===== src/rtl/vdma_pkg.sv =====
// Shared constants and types for the video memory block mover.
// Assumes a byte-wide memory and a 16-byte register window.
package vdma_pkg;
    localparam int VADDR_W = 22;   // 4 MB video memory
    localparam int REG_AW  = 4;    // sixteen register offsets
    localparam int LEN_W   = 24;   // linear byte count
    localparam int DIM_W   = 16;   // width, height, pitch

    localparam logic [REG_AW-1:0] OFF_CTRL = 4'h0;
    localparam logic [REG_AW-1:0] OFF_STAT = 4'h1;

    typedef enum logic [1:0] {
        W_IDLE  = 2'd0,
        W_READ  = 2'd1,
        W_WAIT  = 2'd2,
        W_WRITE = 2'd3
    } walk_state_t;
endpackage


===== src/rtl/vdma_regs.sv =====
// Register window of the block mover: control, fill byte / status,
// addresses, size and pitches. Assumes one write port and a combinational
// read path. Holds the sticky done flag and decodes start and abort.
module vdma_regs
    import vdma_pkg::*;
#(
    parameter int ADDR_W = VADDR_W
) (
    input  logic              clk,
    input  logic              rst_n,
    input  logic              reg_wr,
    input  logic [REG_AW-1:0] reg_addr,
    input  logic [7:0]        reg_wdata,
    output logic [7:0]        reg_rdata,
    input  logic              busy,
    input  logic              finish,
    output logic              done,
    output logic              fill_mode_q,
    output logic [7:0]        fill_byte,
    output logic [ADDR_W-1:0] src_base,
    output logic [ADDR_W-1:0] dst_base,
    output logic [LEN_W-1:0]  len_lin,
    output logic [DIM_W-1:0]  width,
    output logic [DIM_W-1:0]  height,
    output logic [DIM_W-1:0]  src_pitch,
    output logic [DIM_W-1:0]  dst_pitch,
    output logic              start,
    output logic              start_rect,
    output logic              start_fill,
    output logic              abort
);
    localparam int NREG = 1 << REG_AW;

    logic [7:0] regb [NREG];
    logic       en_q, rect_q;
    logic       ctrl_wr;
    logic [23:0] src24, dst24;

    assign ctrl_wr = reg_wr && (reg_addr == OFF_CTRL);

    // Byte storage for offsets 1..F; locked while a transfer runs.
    always_ff @(posedge clk) begin
        if (!rst_n) begin
            for (int i = 0; i < NREG; i++) regb[i] <= 8'h00;
        end else if (reg_wr && !busy && reg_addr != OFF_CTRL) begin
            regb[reg_addr] <= reg_wdata;
        end
    end

    // Control bits: enable always writable, mode bits only while idle.
    always_ff @(posedge clk) begin
        if (!rst_n) begin
            en_q        <= 1'b0;
            rect_q      <= 1'b0;
            fill_mode_q <= 1'b0;
        end else if (ctrl_wr) begin
            en_q <= reg_wdata[0];
            if (!busy) begin
                rect_q      <= reg_wdata[1];
                fill_mode_q <= reg_wdata[2];
            end
        end
    end

    // Sticky done: completion wins over the clearing control write.
    always_ff @(posedge clk) begin
        if (!rst_n)       done <= 1'b0;
        else if (finish)  done <= 1'b1;
        else if (ctrl_wr) done <= 1'b0;
    end

    // Read multiplexer; offset 1 reads status instead of the fill byte.
    always_comb begin
        case (reg_addr)
            OFF_CTRL: reg_rdata = {5'b0, fill_mode_q, rect_q, en_q};
            OFF_STAT: reg_rdata = {busy, 6'b0, done};
            default:  reg_rdata = regb[reg_addr];
        endcase
    end

    assign src24      = {regb[4], regb[3], regb[2]};
    assign dst24      = {regb[7], regb[6], regb[5]};
    assign src_base   = src24[ADDR_W-1:0];
    assign dst_base   = dst24[ADDR_W-1:0];
    assign fill_byte  = regb[1];
    assign len_lin    = {regb[10], regb[9], regb[8]};
    assign width      = {regb[9], regb[8]};
    assign height     = {regb[11], regb[10]};
    assign src_pitch  = {regb[13], regb[12]};
    assign dst_pitch  = {regb[15], regb[14]};
    assign start      = ctrl_wr && reg_wdata[7] && reg_wdata[0] && !busy;
    assign start_rect = reg_wdata[1];
    assign start_fill = reg_wdata[2];
    assign abort      = ctrl_wr && !reg_wdata[0] && busy;
endmodule


===== src/rtl/vdma_walker.sv =====
// Address walker and memory sequencer. Walks rows and columns, then
// issues read/write byte accesses on a request/grant port. Assumes the
// configuration inputs stay stable while busy (the register file locks them).
module vdma_walker
    import vdma_pkg::*;
#(
    parameter int ADDR_W = VADDR_W
) (
    input  logic              clk,
    input  logic              rst_n,
    input  logic              start,
    input  logic              start_rect,
    input  logic              start_fill,
    input  logic              abort,
    input  logic [7:0]        fill_byte,
    input  logic [ADDR_W-1:0] src_base,
    input  logic [ADDR_W-1:0] dst_base,
    input  logic [LEN_W-1:0]  len_lin,
    input  logic [DIM_W-1:0]  width,
    input  logic [DIM_W-1:0]  height,
    input  logic [DIM_W-1:0]  src_pitch,
    input  logic [DIM_W-1:0]  dst_pitch,
    output logic              busy,
    output logic              finish,
    output logic              fill_act,
    output logic              mem_req,
    output logic              mem_we,
    output logic [ADDR_W-1:0] mem_addr,
    output logic [7:0]        mem_wdata,
    input  logic              mem_gnt,
    input  logic [7:0]        mem_rdata
);
    walk_state_t       state;
    logic              rect_act;
    logic [ADDR_W-1:0] src_row, dst_row, src_ptr, dst_ptr;
    logic [LEN_W-1:0]  col_left, row_len;
    logic [DIM_W-1:0]  row_left;
    logic [7:0]        byte_q;
    logic              zero_size, last_col, last_row, wr_done;
    logic [ADDR_W-1:0] src_next_row, dst_next_row;

    assign zero_size = start_rect ? (width == '0 || height == '0) : (len_lin == '0);
    assign row_len   = rect_act ? LEN_W'(width) : len_lin;
    assign last_col  = (col_left == LEN_W'(1));
    assign last_row  = (row_left == DIM_W'(1));
    assign wr_done   = (state == W_WRITE) && mem_gnt;
    assign src_next_row = src_row + ADDR_W'(src_pitch);
    assign dst_next_row = dst_row + ADDR_W'(dst_pitch);

    // Sequencer: launch, read/wait/write per byte, row stepping, abort.
    always_ff @(posedge clk) begin
        if (!rst_n) begin
            state    <= W_IDLE;
            rect_act <= 1'b0;
            fill_act <= 1'b0;
            src_row  <= '0;
            dst_row  <= '0;
            src_ptr  <= '0;
            dst_ptr  <= '0;
            col_left <= '0;
            row_left <= '0;
            byte_q   <= '0;
        end else if (abort) begin
            state <= W_IDLE;
        end else begin
            case (state)
                W_IDLE: if (start && !zero_size) begin
                    rect_act <= start_rect;
                    fill_act <= start_fill;
                    src_row  <= src_base;
                    dst_row  <= dst_base;
                    src_ptr  <= src_base;
                    dst_ptr  <= dst_base;
                    col_left <= start_rect ? LEN_W'(width) : len_lin;
                    row_left <= start_rect ? height : DIM_W'(1);
                    state    <= start_fill ? W_WRITE : W_READ;
                end
                W_READ: if (mem_gnt) state <= W_WAIT;
                W_WAIT: begin
                    byte_q <= mem_rdata;
                    state  <= W_WRITE;
                end
                W_WRITE: if (wr_done) begin
                    if (last_col && last_row) begin
                        state <= W_IDLE;
                    end else if (last_col) begin
                        row_left <= row_left - DIM_W'(1);
                        col_left <= row_len;
                        src_row  <= src_next_row;
                        dst_row  <= dst_next_row;
                        src_ptr  <= src_next_row;
                        dst_ptr  <= dst_next_row;
                        state    <= fill_act ? W_WRITE : W_READ;
                    end else begin
                        col_left <= col_left - LEN_W'(1);
                        src_ptr  <= src_ptr + ADDR_W'(1);
                        dst_ptr  <= dst_ptr + ADDR_W'(1);
                        state    <= fill_act ? W_WRITE : W_READ;
                    end
                end
                default: state <= W_IDLE;
            endcase
        end
    end

    // Port drive and completion pulse.
    assign busy      = (state != W_IDLE);
    assign mem_req   = (state == W_READ) || (state == W_WRITE);
    assign mem_we    = (state == W_WRITE);
    assign mem_addr  = (state == W_READ) ? src_ptr : dst_ptr;
    assign mem_wdata = fill_act ? fill_byte : byte_q;
    assign finish    = (start && zero_size) || (wr_done && last_col && last_row && !abort);
endmodule


===== src/rtl/vdma_engine.sv =====
// Top of the video memory block mover: register window plus walker.
// Assumes a synchronous byte memory that returns read data one cycle
// after a read grant.
module vdma_engine
    import vdma_pkg::*;
#(
    parameter int ADDR_W = VADDR_W
) (
    input  logic              clk,
    input  logic              rst_n,
    input  logic              reg_wr,
    input  logic [3:0]        reg_addr,
    input  logic [7:0]        reg_wdata,
    output logic [7:0]        reg_rdata,
    output logic              mem_req,
    output logic              mem_we,
    output logic [ADDR_W-1:0] mem_addr,
    output logic [7:0]        mem_wdata,
    input  logic              mem_gnt,
    input  logic [7:0]        mem_rdata
);
    logic              busy, finish, done, fill_cfg, fill_act;
    logic              start, start_rect, start_fill, abort;
    logic [7:0]        fill_byte;
    logic [ADDR_W-1:0] src_base, dst_base;
    logic [LEN_W-1:0]  len_lin;
    logic [DIM_W-1:0]  width, height, src_pitch, dst_pitch;

    vdma_regs #(.ADDR_W(ADDR_W)) u_regs (
        .clk(clk), .rst_n(rst_n), .reg_wr(reg_wr), .reg_addr(reg_addr),
        .reg_wdata(reg_wdata), .reg_rdata(reg_rdata), .busy(busy),
        .finish(finish), .done(done), .fill_mode_q(fill_cfg),
        .fill_byte(fill_byte), .src_base(src_base), .dst_base(dst_base),
        .len_lin(len_lin), .width(width), .height(height),
        .src_pitch(src_pitch), .dst_pitch(dst_pitch), .start(start),
        .start_rect(start_rect), .start_fill(start_fill), .abort(abort)
    );

    vdma_walker #(.ADDR_W(ADDR_W)) u_walk (
        .clk(clk), .rst_n(rst_n), .start(start), .start_rect(start_rect),
        .start_fill(start_fill), .abort(abort), .fill_byte(fill_byte),
        .src_base(src_base), .dst_base(dst_base), .len_lin(len_lin),
        .width(width), .height(height), .src_pitch(src_pitch),
        .dst_pitch(dst_pitch), .busy(busy), .finish(finish),
        .fill_act(fill_act), .mem_req(mem_req), .mem_we(mem_we),
        .mem_addr(mem_addr), .mem_wdata(mem_wdata), .mem_gnt(mem_gnt),
        .mem_rdata(mem_rdata)
    );
endmodule


===== config.mk =====
export PLATFORM = sky130hd
export DESIGN_NAME = vdma_engine
export DESIGN_NICKNAME = d
export VERILOG_FILES = /design/src/rtl/vdma_pkg.sv /design/src/rtl/vdma_regs.sv /design/src/rtl/vdma_walker.sv /design/src/rtl/vdma_engine.sv
export SDC_FILE = /design/constraint.sdc
export NUM_CORES = 1
export LEC_CHECK = 0
export BUFFER_PORTS_ARGS = -buffer_cell sky130_fd_sc_hd__buf_4
export CAP_MARGIN = 25
export CORE_MARGIN = 2
export CORE_UTILIZATION = 59
export CTS_BUF_LIST = sky130_fd_sc_hd__clkbuf_4
export DETAILED_ROUTE_END_ITERATION = 16
export PLACE_DENSITY_LB_ADDON = 0.12
export SETUP_SLACK_MARGIN = 0.02
export SYNTH_ARGS = -nofsm -noshare
export SYNTH_HDL_FRONTEND = slang
export SYNTH_SLANG_ARGS = --single-unit

===== constraint.sdc =====
create_clock -name clk -period 3 [get_ports clk]
set_input_delay 0.6 -clock clk [delete_from_list [all_inputs] [get_ports clk]]
set_output_delay 0.6 -clock clk [all_outputs]
set_load 0.005 [all_outputs]

==> run metrics, run 1 <==
leakage power 7.630 nW; initial antenna violation count 1; fraction of final layout cells sized beyond drive strength 1 a little under a quarter; vias after detailed routing about 17000; critical path endpoint category output pin; # DRC 0; deepest level of the CTS H-tree 3; minimum period implied by the final worst setup slack 3.164 ns; Critical Path Max Stage Delay 0.52 ns; post-layout net count between 2000 and 2500; root buf cell sky130_fd_sc_hd__clkbuf_4; Worst Setup EP reg_rdata[1]; Top FF cell, synth sky130_fd_sc_hd__dfxtp_1; syn avg cell area roughly 9 um2; worst hold slack 0.1146 ns; total detailed-routing wirelength a little under 60 mm; Routability Congestion between 1 and 1.5; main area contributors after synthesis sky130_fd_sc_hd__edfxtp_1 22%, sky130_fd_sc_hd__dfxtp_1 17%, sky130_fd_sc_hd__a21oi_1 4.8%; horizontal die dimension 172.3 um; area of the mapped netlist approximately 17000 um2; cell accounting for the most synthesized area sky130_fd_sc_hd__edfxtp_1; worst path cell trace mux4_2 -> mux4_2 -> nand2_2 -> o21ai_2 -> buf_4; min setup slack post-route -0.1643 ns; worst-path cell with the longest stage delay sky130_fd_sc_hd__mux4_2; launching point of the worst reg2reg path u_regs.regb[12][0]$_SDFFCE_PN0P_; Worst Reg-to-Reg Cells 11; Max Fclk ~320 MHz; GRT met3 Usage around a tenth; power density over the cells about 680 nW/um2; number of placement rows 61; part of the cycle the worst path needs 105.5%; Hold Path Class in -> reg; Die H between 150 and 200 um; warnings from Yosys 0; met2 capacity usage during global routing between 50 and 60%; layer with the highest usage after global routing met2; Cells on Worst Hold Path 3; synth unique cells 83; beginning of the worst hold path mem_rdata[3]; pin count of the biggest net entering global routing 94; number of global-route vias before repair approximately 15000; number of flops mapped to enable cells by yosys ~120; post-CTS clock slew at the launch and capture registers of the worst setup and hold paths around 0.070 ns; area after detailed placement between 15000 and 20000 um2; final setup skew between 0.07 and 0.08 ns; initial core utilization ~60%; design area around 20000 um2; type of the worst setup path reg -> out; detailed-router iteration count before antenna repair 5; CTS Hold Buffers Added 0; Die Area 29670 um2; critical path startpoint category register; critical path data required time ~2.4 ns; final antenna-violating net count 0; area share of the largest cell type after synthesis approximately 22%; worst rel slew slack between 50% and 60%; number of DRC markers in iteration 0 2277; total CTS buffers 76; unrepaired setup endpoints after global routing yes; first-pass GRT wire length just under 90 mm; number of standard cells after synthesis roughly 1900; clock latency reported for the late side of the worst-skew pair approximately 0.77 ns; total routing resource utilization after global routing roughly two fifths; violations in the final reports setup timing; count of buffers from port buffering 63; flop and latch count out of synthesis ~270; area grow syn2layout 18.08%; total of max-cap violations 0; portion of the post-synthesis area used by sequential elements 39.37%; global-route track usage on met1 between 50% and 60%; most numerous cell on the critical path sky130_fd_sc_hd__mux4_2; result of the run finished with violations; critical register-to-register path endpoint u_walk.src_row[18]$_SDFFE_PN0P_; IR Drop Worst-Case VDD approximately 460 uV; Worst R2R Setup Slack 0.07 ns; final count of negative-setup-slack endpoints 7; clock tree from TritonCTS done; number of top-level design ports 64; core area 27860 um2; routed vias/inst ~6.7; routed wire length per instance about 23 um; # fillers about 2200; area taken by multi-input logic gates roughly 9600 um2; area of all sequential standard cells between 6000 and 7000 um2; Sink Count ~270; post-synthesis async set-or-reset flop share 0%; largest fanout on the critical path 3; final total power ~13 mW; slew at the pin closest to its max-slew limit 0.6504 ns; number of failing hold endpoints at the final stage 0; largest buffer count on any clock path 3; Critical path origin u_regs.regb[9][1]$_SDFFCE_PN0P_; GR Overflow Total 0; Final HPWL DP between 40 and 50 mm; Slew Limit Fails 0; Arr. time, crit path 2.56 ns
[Yosys cell counts (26+ instances only)]
cell type	count
sky130_fd_sc_hd__nand2_1	170
sky130_fd_sc_hd__a21oi_1	161
sky130_fd_sc_hd__o21ai_0	161
sky130_fd_sc_hd__dfxtp_1	144
sky130_fd_sc_hd__edfxtp_1	123
sky130_fd_sc_hd__nor2_1	122
sky130_fd_sc_hd__and2_1	105
sky130_fd_sc_hd__clkbuf_1	90
sky130_fd_sc_hd__nor3_1	66
sky130_fd_sc_hd__nand3_1	62
sky130_fd_sc_hd__a31oi_1	53
sky130_fd_sc_hd__ha_1	43
sky130_fd_sc_hd__mux2_2	36
sky130_fd_sc_hd__xnor2_1	34
sky130_fd_sc_hd__mux4_2	32
sky130_fd_sc_hd__o211ai_1	30
sky130_fd_sc_hd__inv_1	28
sky130_fd_sc_hd__nor4_1	26
[registers in the layout, summed over array words and instances, names as in the netlist]
signal              count
u_walk.src_row         22
u_walk.fill_act         1
u_regs.fill_mode_q      1
u_walk.src_ptr         22
u_walk.row_left        16
u_walk.rect_act         1
u_walk.byte_q           8
u_regs.done             1
u_walk.dst_row         22
u_regs.regb           123
u_regs.rect_q           1
u_walk.col_left        24
u_regs.en_q             1
u_walk.state            2
u_walk.dst_ptr         22
[critical path, delay by kind of cell, from the launching register on]
kind	cells	cell delay, ns
muxes	2	1.03
DFF	1	0.51
and+or+nand+nor	1	0.08
AOI/OAI and AO/OA	1	0.06
buffers and inverters	1	0.14
[kinds of logic (layout without fill, tap and decap cells)]
family                     Yosys count  after routing  synth area share [%]
muxes                               85             85                 7.760
adders and majority gates           45             45                 3.461
xor gates and xnor gates            54             54                 2.831
buffers and inverters              160            395                 4.232
AOI/OAI and AO/OA                  580            580                 22.26
DFF                                267            267                 39.37
and+or+nand+nor                    665            665                 20.06
other                                1              6               0.02245
[layer usage]
layer,vias up,wire [um]
li1,7390,-
met5,-,0
met4,0,2295
met1,7825,23260
met2,1095,24970
met3,192,7081
[how the worst min path moves through the flow]
stage	to	slack [ns]
global placement	u_walk.byte_q[6]$_SDFFE_PN0P_	0.44
detailed placement	u_walk.byte_q[6]$_SDFFE_PN0P_	0.45
floorplan	u_regs.en_q$_SDFFE_PN0N_	0.43
finish	u_walk.byte_q[3]$_SDFFE_PN0P_	0.11
global route	u_walk.byte_q[5]$_SDFFE_PN0P_	0.10
CTS	u_walk.byte_q[0]$_SDFFE_PN0P_	0.08
[per-stage QoR]
step / setup WS [ns] / TNS, ns / instances / util, %
finish: -0.1643 / -0.7191 / 2475 / 70.80
global placement: -0.07938 / -0.2047 / 2293 / 65.31
global route: -0.2320 / -1.250 / 2473 / 70.78
detailed placement: -0.2588 / -0.9309 / 2293 / 65.31
CTS: -0.1765 / -0.7877 / 2464 / 70.13
floorplan: 0.1123 / 0 / 1859 / -
[final cells by class]
| cell class | count | share of cell area (%) |
|---|---|---|
| repair buffers | 223 | 9.554 |
| clock inverters | 17 | 0.6851 |
| well taps | 378 | 2.398 |
| clock buffers | 123 | 4.682 |
| multi-input cells | 1432 | 48.69 |
| diodes | 3 | 0.03806 |
| flip-flops and latches | 267 | 33.34 |
| inverters | 32 | 0.6090 |
[what timing repair did]
action | 4_1_cts | 5_1_grt
gates resized for setup | 12 | 33
setup endpoints to repair | 18 | 63
setup buffers | 32 | 9
pin swaps | 3 | 19
[power by group]
part | switching, mW | total (mW) | internal (mW) | leakage (nW)
Clock | 1.68 | 3.72 | 2.03 | 0.625
Combinational | 2.68 | 4.69 | 2.01 | 4.57
Sequential | 0.619 | 4.91 | 4.29 | 2.44
Total | 4.98 | 13.3 | 8.33 | 7.63
[cells in the final DEF, fill, tap and decap left out, drive strengths merged, types with 36 or more instances in the layout]
cell,netlist,routed
ha,43,43
a21oi,163,163
mux2,36,36
nand3,62,62
buf,38,223
nor3,66,66
nand2,170,170
dfxtp,144,144
a31oi,54,54
clkbuf,90,123
o21ai,163,163
and2,105,105
nor2,122,122
edfxtp,123,123
Power figures use the tool's default switching activity.
==> run 2: changes to the inputs <==
--- a/config.mk
+++ b/config.mk
@@ -7,8 +7,10 @@
 export LEC_CHECK = 0
 export BUFFER_PORTS_ARGS = -buffer_cell sky130_fd_sc_hd__buf_4
 export CAP_MARGIN = 25
+export CELL_PAD_IN_SITES_DETAIL_PLACEMENT = 0
+export CELL_PAD_IN_SITES_GLOBAL_PLACEMENT = 1
 export CORE_MARGIN = 2
-export CORE_UTILIZATION = 59
+export CORE_UTILIZATION = 45
 export CTS_BUF_LIST = sky130_fd_sc_hd__clkbuf_4
 export DETAILED_ROUTE_END_ITERATION = 16
 export PLACE_DENSITY_LB_ADDON = 0.12
==> run 2 against run 1 <==
Register-to-register slack worse by 0.15 ns. Power is 2.1% higher. Count of clock-buffer cells in the layout is 5 lower. Critical path depth is 1 higher. Setup slack worse by 0.13 ns. Highest routed layer is now met5. Clock skew is 0.020 ns lower. Maximum frequency is 4.0% lower. Non-clock buffer count is 10 higher. Sequential cell count stayed put. Routed wire length is 10% higher. Hold slack worse by 0.057 ns. The run still ends with setup timing left. Utilization is 16 points lower. Critical endpoint unchanged.
==> run metrics, run 2 (same netlist as run 1, synthesis figures left out) <==
most common cell after layout, fill and taps aside sky130_fd_sc_hd__buf_4; min setup slack post-route -0.2976 ns; worst hold slack between 0.05 and 0.06 ns; sum of buffers and inverters on the critical path 2; leakage power around 7.7 nW; detailed-router iteration count before antenna repair 6; minimum period implied by the final worst setup slack between 3 and 4 ns; clock tree from TritonCTS done; depth of the critical timing path with buffers and inverters included 6; Routability Congestion 0.8865; total CTS buffers a little under 80; vias after detailed routing 16160; post-CTS clock slew at the launch and capture registers of the worst setup and hold paths around 0.06 ns; worst rel slew slack a little under half; largest buffer count on any clock path 3; final setup skew 0.05870 ns; Slew Limit Fails 0; total detailed-routing wirelength between 60 and 70 mm; Arr. time, crit path roughly 2.7 ns; pin count of the biggest net entering global routing 101; critical path data required time about 2.4 ns; horizontal die dimension just under 200 um; number of DRC markers in iteration 0 roughly 1500; leading cell types in the layout, fill and taps excluded 202 x sky130_fd_sc_hd__buf_4, 169 x sky130_fd_sc_hd__nand2_1, 158 x sky130_fd_sc_hd__a21oi_1; Critical path origin u_regs.regb[12][1]$_SDFFCE_PN0P_; # DRC 0; Cells on Worst Hold Path 3; worst path cell trace buf_6 -> mux4_2 -> mux4_2 -> nand2_1 -> o21ai_1 -> buf_4; core area between 30000 and 40000 um2; Max Fclk about 300 MHz; final antenna-violating net count 0; Critical Path Max Stage Delay around 0.53 ns; number of global-route vias before repair around 15000; total routing resource utilization after global routing around 32%; Sum Neg Setup Slack -1.396 ns; post-layout net count around 2100; critical path startpoint category register; largest fanout on the critical path 2; beginning of the worst hold path mem_rdata[4]; result of the run finished with violations; non-filler instance count after layout 2575; slew at the pin closest to its max-slew limit roughly 0.8 ns; number of failing hold endpoints at the final stage 0; # fillers 3413; GR Overflow Total 0; Top Registers u_regs.regb x123, u_walk.col_left x24; number of placement rows 70; routed vias/inst 6.275; Die Area 38680 um2; count of buffers from port buffering 63; Final HPWL DP 44.89 mm; register with the most flip-flops u_regs.regb; number of top-level design ports 64; cell count after placement about 2400; launching point of the worst reg2reg path u_regs.regb[12][0]$_SDFFCE_PN0P_; first-pass GRT wire length between 90 and 100 mm; root buf cell sky130_fd_sc_hd__clkbuf_4; Largest register FFs about 120; unrepaired setup endpoints after global routing yes; Worst Reg-to-Reg Cells 11; deepest level of the CTS H-tree 3; initial antenna violation count 5; final count of negative-setup-slack endpoints 10; total of max-cap violations 0; Sink Count 267; kind of cell with the highest combined delay on the critical path multiplexers; critical path endpoint category output pin; fraction of final layout cells sized beyond drive strength 1 approximately a quarter; power density over the cells approximately 680 nW/um2; initial core utilization between 40% and 50%; type of the worst setup path reg -> out; clock latency reported for the late side of the worst-skew pair ~0.83 ns; worst-path cell with the longest stage delay sky130_fd_sc_hd__mux4_2; Hold Path Class in -> reg; violations in the final reports setup timing; area grow syn2layout 19.51%; Die H between 150 and 200 um; routed wire length per instance ~25 um; part of the cycle the worst path needs 109.9%; IR Drop Worst-Case VDD roughly 450 uV; most numerous cell on the critical path sky130_fd_sc_hd__mux4_2
run 2: where the power goes:
group | internal, mW | switching [mW]
clock | 1.89 | 1.74
combinational | 2.12 | 2.91
sequential | 4.29 | 0.644
total | 8.30 | 5.29
run 2: metrics by stage:
step	worst slack, ns	instance area, um2	utilization [%]	total power [mW]
after global routing	-0.3602	19960	54.52	14.33
final	-0.2976	19960	54.52	13.59
after detailed placement	-0.1877	18370	50.19	9.552
after floorplan	0.1123	16710	-	7.695
after global placement	-0.1960	18360	50.15	9.518
after CTS	-0.3113	19640	53.65	13.25
run 2: worst paths after layout:
kind	endpoint	slack [ns]
worst max-delay path	reg_rdata[1]	-0.30
worst min-delay path	u_walk.byte_q[4]$_SDFFE_PN0P_	0.06
worst max register to register	u_walk.src_ptr[18]$_SDFFE_PN0P_	-0.08
worst min register to register	u_walk.byte_q[5]$_SDFFE_PN0P_	0.46
run 2: what timing repair did:
action                     4_1_cts  5_1_grt
setup buffers                   28        7
hold buffers                     0        0
resized for setup               15       51
pin swaps                        4       22
setup endpoints to repair       23       90
gates cloned                     0        2
run 2: worst register-to-register path: stages, from the launching register on:
cell and delay, ns:
sky130_fd_sc_hd__edfxtp_1 0.42, sky130_fd_sc_hd__buf_6 0.14, sky130_fd_sc_hd__ha_4 0.16, sky130_fd_sc_hd__fa_2 0.42, sky130_fd_sc_hd__a211o_1 0.38, sky130_fd_sc_hd__a2111oi_4 0.38, sky130_fd_sc_hd__buf_4 0.18, sky130_fd_sc_hd__o311ai_4 0.12
sky130_fd_sc_hd__a21boi_4 0.25, sky130_fd_sc_hd__o21ai_1 0.09, sky130_fd_sc_hd__a311oi_1 0.26, sky130_fd_sc_hd__o221a_2 0.23
run 2: layout make-up:
cell class	count	area [um2]	share of cell area, %
flip-flops and latches	267	6576	32.94
clock inverters	22	128.9	0.6456
clock buffers	118	885.9	4.438
multi-input cells	1432	9647	48.33
inverters	32	120.1	0.6017
well taps	468	585.6	2.933
diodes	3	7.507	0.03761
repair buffers	233	2011	10.07
run 2: per-layer routing:
metal  global-route usage [%]  vias up  routed length, um
met3                    9.976      140               6793
met1                    43.26     7792              26580
li1                         -     7406                  -
met4                    11.28        2               2001
met5                        0        -                 13
met2                    49.89      818              28080
